==> config.mk <==
export PLATFORM = sky130hd
export DESIGN_NAME = rpl_loop_ctrl
export DESIGN_NICKNAME = d
export VERILOG_FILES = /design/src/rtl/rpl_pkg.sv /design/src/rtl/rpl_counters.sv /design/src/rtl/rpl_pred_ring.sv /design/src/rtl/rpl_loop_ctrl.sv
export SDC_FILE = /design/constraint.sdc
export NUM_CORES = 1
export LEC_CHECK = 0
export BUFFER_PORTS_ARGS = -buffer_cell sky130_fd_sc_hd__buf_2
export CORE_MARGIN = 3
export CORE_UTILIZATION = 49
export CTS_CLUSTER_DIAMETER = 60
export DETAILED_ROUTE_END_ITERATION = 7
export PLACE_DENSITY = 0.81
export SETUP_SLACK_MARGIN = 0.15
export SLEW_MARGIN = 20
export SYNTH_ARGS = -nofsm -noshare
export SYNTH_HDL_FRONTEND = slang
export SYNTH_SLANG_ARGS = --single-unit
==> constraint.sdc <==
create_clock -name clk -period 1.8 [get_ports clk]
set_input_delay 0.18 -clock clk [delete_from_list [all_inputs] [get_ports clk]]
set_output_delay 0.18 -clock clk [all_outputs]
set_load 0.1 [all_outputs]
==> src/rtl/rpl_pkg.sv <==
package rpl_pkg;

    // Kind of loop-branch step chosen at a stage end
    typedef enum logic [1:0] {
        STEP_KERNEL = 2'd0,
        STEP_DRAIN  = 2'd1,
        STEP_EXIT   = 2'd2
    } step_kind_e;

    typedef struct packed {
        step_kind_e kind;
        logic       taken;
        logic       new_bit;
    } step_t;

    // Choose the step from the counter state
    function automatic step_t classify(input logic lc_zero, input logic ec_more);
        step_t s;
        if (!lc_zero) begin
            s.kind    = STEP_KERNEL;
            s.taken   = 1'b1;
            s.new_bit = 1'b1;
        end else if (ec_more) begin
            s.kind    = STEP_DRAIN;
            s.taken   = 1'b1;
            s.new_bit = 1'b0;
        end else begin
            s.kind    = STEP_EXIT;
            s.taken   = 1'b0;
            s.new_bit = 1'b0;
        end
        return s;
    endfunction

endpackage

==> src/rtl/rpl_counters.sv <==
module rpl_counters
    import rpl_pkg::*;
#(
    parameter int LC_W = 16,
    parameter int EC_W = 6
) (
    input  logic            clk,
    input  logic            rst,
    input  logic            load,
    input  logic [LC_W-1:0] trip,
    input  logic [EC_W-1:0] stages,
    input  logic            advance,
    output step_t           step
);
    localparam logic [LC_W-1:0] LC_ONE = LC_W'(1);
    localparam logic [EC_W-1:0] EC_ONE = EC_W'(1);

    logic [LC_W-1:0] lc_q;
    logic [EC_W-1:0] ec_q;
    logic [LC_W-1:0] lc_load;

    // A trip count of zero behaves as a single iteration
    assign lc_load = (trip == '0) ? '0 : trip - LC_ONE;

    always_comb begin
        step = classify(lc_q == '0, ec_q > EC_ONE);
    end

    always_ff @(posedge clk) begin
        if (rst) begin
            lc_q <= '0;
            ec_q <= '0;
        end else if (load) begin
            lc_q <= lc_load;
            ec_q <= stages;
        end else if (advance) begin
            unique case (step.kind)
                STEP_KERNEL: lc_q <= lc_q - LC_ONE;
                STEP_DRAIN:  ec_q <= ec_q - EC_ONE;
                default:     ec_q <= '0;
            endcase
        end
    end
endmodule

==> src/rtl/rpl_pred_ring.sv <==
module rpl_pred_ring #(
    parameter int NUM_PRED = 48
) (
    input  logic                clk,
    input  logic                rst,
    input  logic                load,
    input  logic                shift,
    input  logic                new_bit,
    output logic [NUM_PRED-1:0] pred
);
    // Place 0 takes the new enable; each higher place takes its lower neighbour
    for (genvar i = 0; i < NUM_PRED; i++) begin : g_slot
        if (i == 0) begin : g_head
            always_ff @(posedge clk) begin
                if (rst)        pred[i] <= 1'b0;
                else if (load)  pred[i] <= 1'b1;
                else if (shift) pred[i] <= new_bit;
            end
        end else begin : g_body
            always_ff @(posedge clk) begin
                if (rst)        pred[i] <= 1'b0;
                else if (load)  pred[i] <= 1'b0;
                else if (shift) pred[i] <= pred[i-1];
            end
        end
    end
endmodule

==> src/rtl/rpl_loop_ctrl.sv <==
module rpl_loop_ctrl
    import rpl_pkg::*;
#(
    parameter int NUM_PRED = 48,
    parameter int LC_W     = 16,
    parameter int EC_W     = 6
) (
    input  logic                clk,
    input  logic                rst,
    input  logic                init_valid,
    input  logic [LC_W-1:0]     init_trip,
    input  logic [EC_W-1:0]     init_stages,
    input  logic                stage_end,
    output logic [NUM_PRED-1:0] stage_pred,
    output logic                br_taken,
    output logic                loop_done
);
    logic  armed;
    logic  fire;
    step_t step;

    // A strobe counts only while a loop is armed and no initialize is pending
    assign fire = stage_end && armed && !init_valid;

    rpl_counters #(.LC_W(LC_W), .EC_W(EC_W)) u_cnt (
        .clk     (clk),
        .rst     (rst),
        .load    (init_valid),
        .trip    (init_trip),
        .stages  (init_stages),
        .advance (fire),
        .step    (step)
    );

    rpl_pred_ring #(.NUM_PRED(NUM_PRED)) u_ring (
        .clk     (clk),
        .rst     (rst),
        .load    (init_valid),
        .shift   (fire),
        .new_bit (step.new_bit),
        .pred    (stage_pred)
    );

    always_ff @(posedge clk) begin
        if (rst) begin
            armed     <= 1'b0;
            loop_done <= 1'b0;
            br_taken  <= 1'b0;
        end else if (init_valid) begin
            armed     <= 1'b1;
            loop_done <= 1'b0;
            br_taken  <= 1'b0;
        end else if (fire) begin
            br_taken <= step.taken;
            if (step.kind == STEP_EXIT) begin
                armed     <= 1'b0;
                loop_done <= 1'b1;
            end
        end else begin
            br_taken <= 1'b0;
        end
    end
endmodule

## Yosys cells after proc, flatten, opt, wreduce, memory -nomap -nowiden

Cells that the tools add are included.

| word-level totals | value |
|---|---|
| flip-flop bits (word level) | 73 |
| bits of input ports | 26 |
| logic and storage cells | 90 |

| operators by class | value |
|---|---|
| add/sub/neg operators | 3 |
| order comparisons | 1 |
| equal/unequal tests | 3 |
| multiplexer cells | 14 |
| bitwise logic cells | 1 |
| reduce and logical (&&, ||, !) cells | 15 |

Operator list:

| kind | number |
|---|---|
| 16-bit two-way mux | 4 |
| 16-bit zero test | 2 |
| 16-bit by 1-bit subtractor with 16-bit output (second input constant) | 2 |
| 6-bit two-way mux | 2 |
| 6-bit case mux with 2 select lines | 1 |
| 4-bit two-way mux | 2 |
| 2-bit AND reduction | 4 |
| 6-bit by 1-bit > comparator with 1-bit output (second input constant) | 1 |
| 2-bit nonzero test | 3 |
| 6-bit by 1-bit subtractor with 6-bit output (second input constant) | 1 |
| 1-bit two-way mux | 5 |
| 3-bit OR reduction | 1 |
| 2-bit by 1-bit equality test with 1-bit output (second input constant) | 1 |
| 2-bit equality test (second input constant) | 1 |
| 1-bit logical AND | 2 |
| 2-bit zero test | 1 |
| 2-bit != test (second input constant) | 1 |
| 2-bit OR reduction | 1 |
| 1-bit zero test | 1 |
| 1-bit inverter | 1 |

## Logic depth before layout (Yosys ltp)

| depth | value |
|---|---|
| depth after elaboration | 7 |
| gate-level depth with buffers | 9 |
| depth with buffers taken out | 7 |

## Cells and area by module

Synthesis repeated with hierarchy kept, for this count alone.

| unflattened totals | value |
|---|---|
| cell total of the unflattened synthesis | 389 |
| area, all modules | 3587.2 sq um |

By module, submodules not included:

| module | instances | cells an instance | area an instance (sq um) | sequential area each (sq um) |
|---|---|---|---|---|
| rpl_pred_ring | 1 | 157 | 1767.9 | 960.9 |
| rpl_counters | 1 | 220 | 1696.6 | 440.4 |
| rpl_loop_ctrl | 1 | 12 | 122.6 | 60.1 |

## Least setup slack after synthesis

OpenSTA, ideal clock, no wires.

| timing | value |
|---|---|
| kind | reg2reg |
| from | reg u_cnt.lc_q[0] |
| to | reg u_cnt.lc_q[9] |
| arrival | 1726 ps |
| data required time | 1678 ps |
| path slack | -48 ps |
| cell stages (with the launch flop) | 9 |
| buffers on the path | 1 |
| cell sequence | dfxtp_1 inv_1 ha_1 nor4b_4 and4_1 buf_6 nor2_4 or2_0 a311o_1 |

| on the way | value |
|---|---|
| longest elaborated chain between the ends | 5 |

Ends and longest elaborated chain:

| item | RTL line | source |
|---|---|---|
| start: declaration | rpl_counters.sv:18 | `logic [LC_W-1:0] lc_q;` |
| start signal: assignment | rpl_counters.sv:34 | `lc_q <= lc_load;` |
| start signal: assignment | rpl_counters.sv:38 | `STEP_KERNEL: lc_q <= lc_q - LC_ONE;` |
| parallel branches: the longest is 5 deep, another holds 16-bit by 1-bit subtractor with 16-bit output | -- |  |

Several ways; the timed one is not identified. The select of a mux whose other input is x is not followed.
A chain may end at the register's enable or synchronous reset.

## Worst setup path in the final report

| timing | value |
|---|---|
| from | reg u_cnt.lc_q[8] |
| to | reg u_cnt.ec_q[3] |

| on the way | value |
|---|---|
| longest elaborated chain between the ends | 6 |

Ends and longest elaborated chain:

| item | RTL line | source |
|---|---|---|
| 16-bit zero test (*) | rpl_counters.sv:26 | `step = classify(lc_q == '0, ec_q > EC_ONE);` |
| 4-bit two-way mux (*) | rpl_pkg.sv:19 | `if (!lc_zero) begin` |
| 2-bit by 1-bit equality test with 1-bit output / 2-bit zero test (equally long branches) | rpl_counters.sv:37 | `unique case (step.kind)` |
| 6-bit case mux with 2 select lines | rpl_counters.sv:37 |  |
| 6-bit two-way mux | rpl_counters.sv:36 | `end else if (advance) begin` |
| 6-bit two-way mux | rpl_counters.sv:33 | `end else if (load) begin` |
| end signal: assignment | rpl_counters.sv:35 | `ec_q <= stages;` |
| end signal: assignment | rpl_counters.sv:39 | `STEP_DRAIN: ec_q <= ec_q - EC_ONE;` |
| end: declaration | rpl_counters.sv:19 | `logic [EC_W-1:0] ec_q;` |

Every way passes the cells marked *; elsewhere a longest branch is shown, timed or not. The select of a mux whose other input is x is not followed.

==> results_dict.tcl <==
set metrics [dict create \
    core_area_um2 6530 \
    swShare 0.321 \
    min_path_type "in -> reg" \
    syn-cell-area_um2 3410 \
    fmax_ghz 0.534 \
    syn_avg_cell_area_um2 8.75 \
    synth_area_leader_cell "dfxtp_1" \
    slew_viol_final 0 \
    dp_hpwl_um 6540 \
    nFillCells 466 \
    cts_hold_buf 0 \
    num_vias 3566 \
    pwr-share-clk 0.315 \
    area_growth_pct 39.7 \
    synth_most_common_cell "dfxtp_1" \
    drt-total-wl_um 10000 \
    clk_path_buf_depth 2 \
    tightest_slew_ns 0.763 \
    yosysWarnings 0 \
    syn_nets 421 \
    place.gp.congestion 0.902 \
    cts_root_buf "clkbuf_8" \
    dp.cells 570 \
    drv_cap 0 \
    max_slew_margin 0.491 \
    synth_seq_area_share 0.428 \
    rsz0062_at_grt "yes" \
    antenna_found_initial 0 \
    start_util 0.523 \
    port_buffers 75 \
    crit_path_end_kind "flop" \
    pre_cts_slack_ns -0.0480 \
    vdd_drop_max_uv 585 \
    hold_viol_final 0 \
    grt_max_degree 30 \
    leakagePower_nw 1.97 \
    cts.sinks 73 \
    drive_gt1_frac 0.441 \
    clock_latency_ns 0.35 \
    numCtsBuffers 9 \
    grt_pass1_wl_um 15800 \
    synth_area_leaders "dfxtp_1, nand2_1, a21oi_1, o221a_2, xor2_1" \
    die_h_um 89.5 \
    path_cells "nor4_4 -> buf_4 -> nand4_4 -> nor3_4 -> buf_4 -> a22oi_1 -> o32ai_1" \
    cp-start-kind "flop" \
    internal_power_mw 2.58 \
    path_class "reg -> reg" \
    multi_input_area_um2 2050 \
    finalSetupViolations 11 \
    nets 550 \
    synthCells 390 \
    pwr_density_cell_nw_per_um2 797 \
    post_drt_wl_per_cell_um 16.7 \
    viasPerCell 5.93 \
    die-width_um 89.5 \
    clock_skew_ns 0.00927 \
    num_rows 29 \
    power_mw 3.80 \
    post-route-period-util 1.04 \
    worst_path_largest_cell_delay_ns 0.39 \
    outcome "complete, but fails checks" \
    cts_tree "done" \
    synthDistinctLibCells 59 \
    grt_util_all_layers 0.253 \
    required_ns 2.06 \
    drt-initial-drc-count 276 \
    hold_ws_ns 0.110 \
    grt_pass1_vias 3388 \
    drc 0 \
    seqPwrFrac 0.454 \
    dieArea_um2 8000 \
    synth_edf_count 0 \
    timing.critical_path.mode_cell "buf_4" \
    violations "negative setup slack" \
    cp_max_fo 4 \
    p_sw_mw 1.22 \
    async_flop_share 0 \
    grt.overflow.total 0 \
    h-tree-depth 3 \
    pwr-share-comb 0.232 \
    yosysTopAreaCellShare 0.428 \
    clk_pin_slew_ns 0.08 \
    synth_common_cells "dfxtp_1, nand2_1, a21oi_1" \
    firstDrtPassIters 5 \
    setup_tns_ns -0.346 \
    drtAntennaViolNets 0 \
    io_pins 76 \
    fin_ws_ns -0.0735 \
    crit_arrival_ns 2.13 \
    synth_seq_cells 73 \
    synth_ff_type "dfxtp_1" \
    slowest_stage "dfxtp_1" \
    finalNonFillerCells 601 \
    fin_crit_ns 1.87 \
    regArea_um2 1470 \
    diodes 0 \
]
-- critical path: cells and delay by family (launching register included) --
kind	cells	cell delay [ns]
flops	1	0.39
buf+inv	2	0.34
compound gates	2	0.34
simple gates	3	0.70
-- worst paths after layout --
check | startpoint | to | slack [ns] | depth (start not counted)
max reg2reg | u_cnt.lc_q[8] | u_cnt.ec_q[3] | -0.07 | 7
min | init_stages[2] | u_cnt.ec_q[2] | 0.11 | 3
min reg2reg | u_ring.pred[47] | u_ring.pred[47] | 0.46 | 2
max | u_cnt.lc_q[8] | u_cnt.ec_q[3] | -0.07 | 7
-- flip-flops by register name, indices dropped and copies added (netlist names) --
name and count:
u_cnt.lc_q 16, u_ring.pred 48, br_taken 1, loop_done 1, u_cnt.ec_q 6, armed 1
-- power groups by stage --
stage | Clock (mW) | Sequential, mW | Combinational, mW
6_report | 1.20 | 1.72 | 0.880
5_1_grt | 1.29 | 1.73 | 0.948
4_1_cts | 1.22 | 1.72 | 0.796
3_5_place_dp | 0 | 1.75 | 0.696
3_3_place_gp | 0 | 1.75 | 0.682
2_1_floorplan | 0 | 1.81 | 0.364
-- per-layer routing --
| metal | global-route usage | routed length (µm) | vias to the layer above |
|---|---|---|---|
| met5 | 0 | 0 | - |
| met4 | 0.101 | 336 | 0 |
| met3 | 0.0636 | 722 | 39 |
| met2 | 0.413 | 5020 | 167 |
| met1 | 0.319 | 3950 | 1669 |
| li1 | - | - | 1691 |
-- final cells by class --
type / instances / area share
multi-input cells: 283 / 0.430
clock buffers: 9 / 0.0260
repair buffers: 141 / 0.194
inverters: 11 / 0.00866
clock inverters: 7 / 0.0129
flip-flops and latches: 73 / 0.308
well taps: 77 / 0.0202
-- metrics by stage --
stage / instance area [µm²] / util
global route: 4770 / 0.730
floorplan: 3450 / -
global placement: 4220 / 0.647
detailed placement: 4220 / 0.647
finish: 4770 / 0.730
CTS: 4620 / 0.707
-- kinds of logic after synthesis --
family,synth area share
adder cells (fa/ha/maj),0.0183
flip-flops,0.428
multiplexers,0.00916
XOR/XNOR,0.0488
buffers and inverters,0.0400
AND/OR/NAND/NOR,0.239
AO/OA/AOI/OAI,0.217
-- cell usage in the layout, fill, tap and decap left out, types with 5 or more instances in the layout --
cell,synthesis,routed
a21oi_1,44,39
buf_2,1,75
buf_4,0,54
buf_6,1,11
clkbuf_8,0,9
dfxtp_1,73,68
inv_1,11,8
nand2_1,65,65
nand3_1,10,8
nand4_1,7,7
nor2_1,19,16
nor3_1,15,9
o221a_2,19,19
o22ai_1,6,5
xnor2_1,9,9
xor2_1,10,10
-- timing repair --
item,in CTS,in global routing
setup buffers,8,7
pin swaps,12,14
cloned,0,0
gates resized for setup,36,23
setup endpoints to repair,42,25
(Power assumes the default switching activity.)
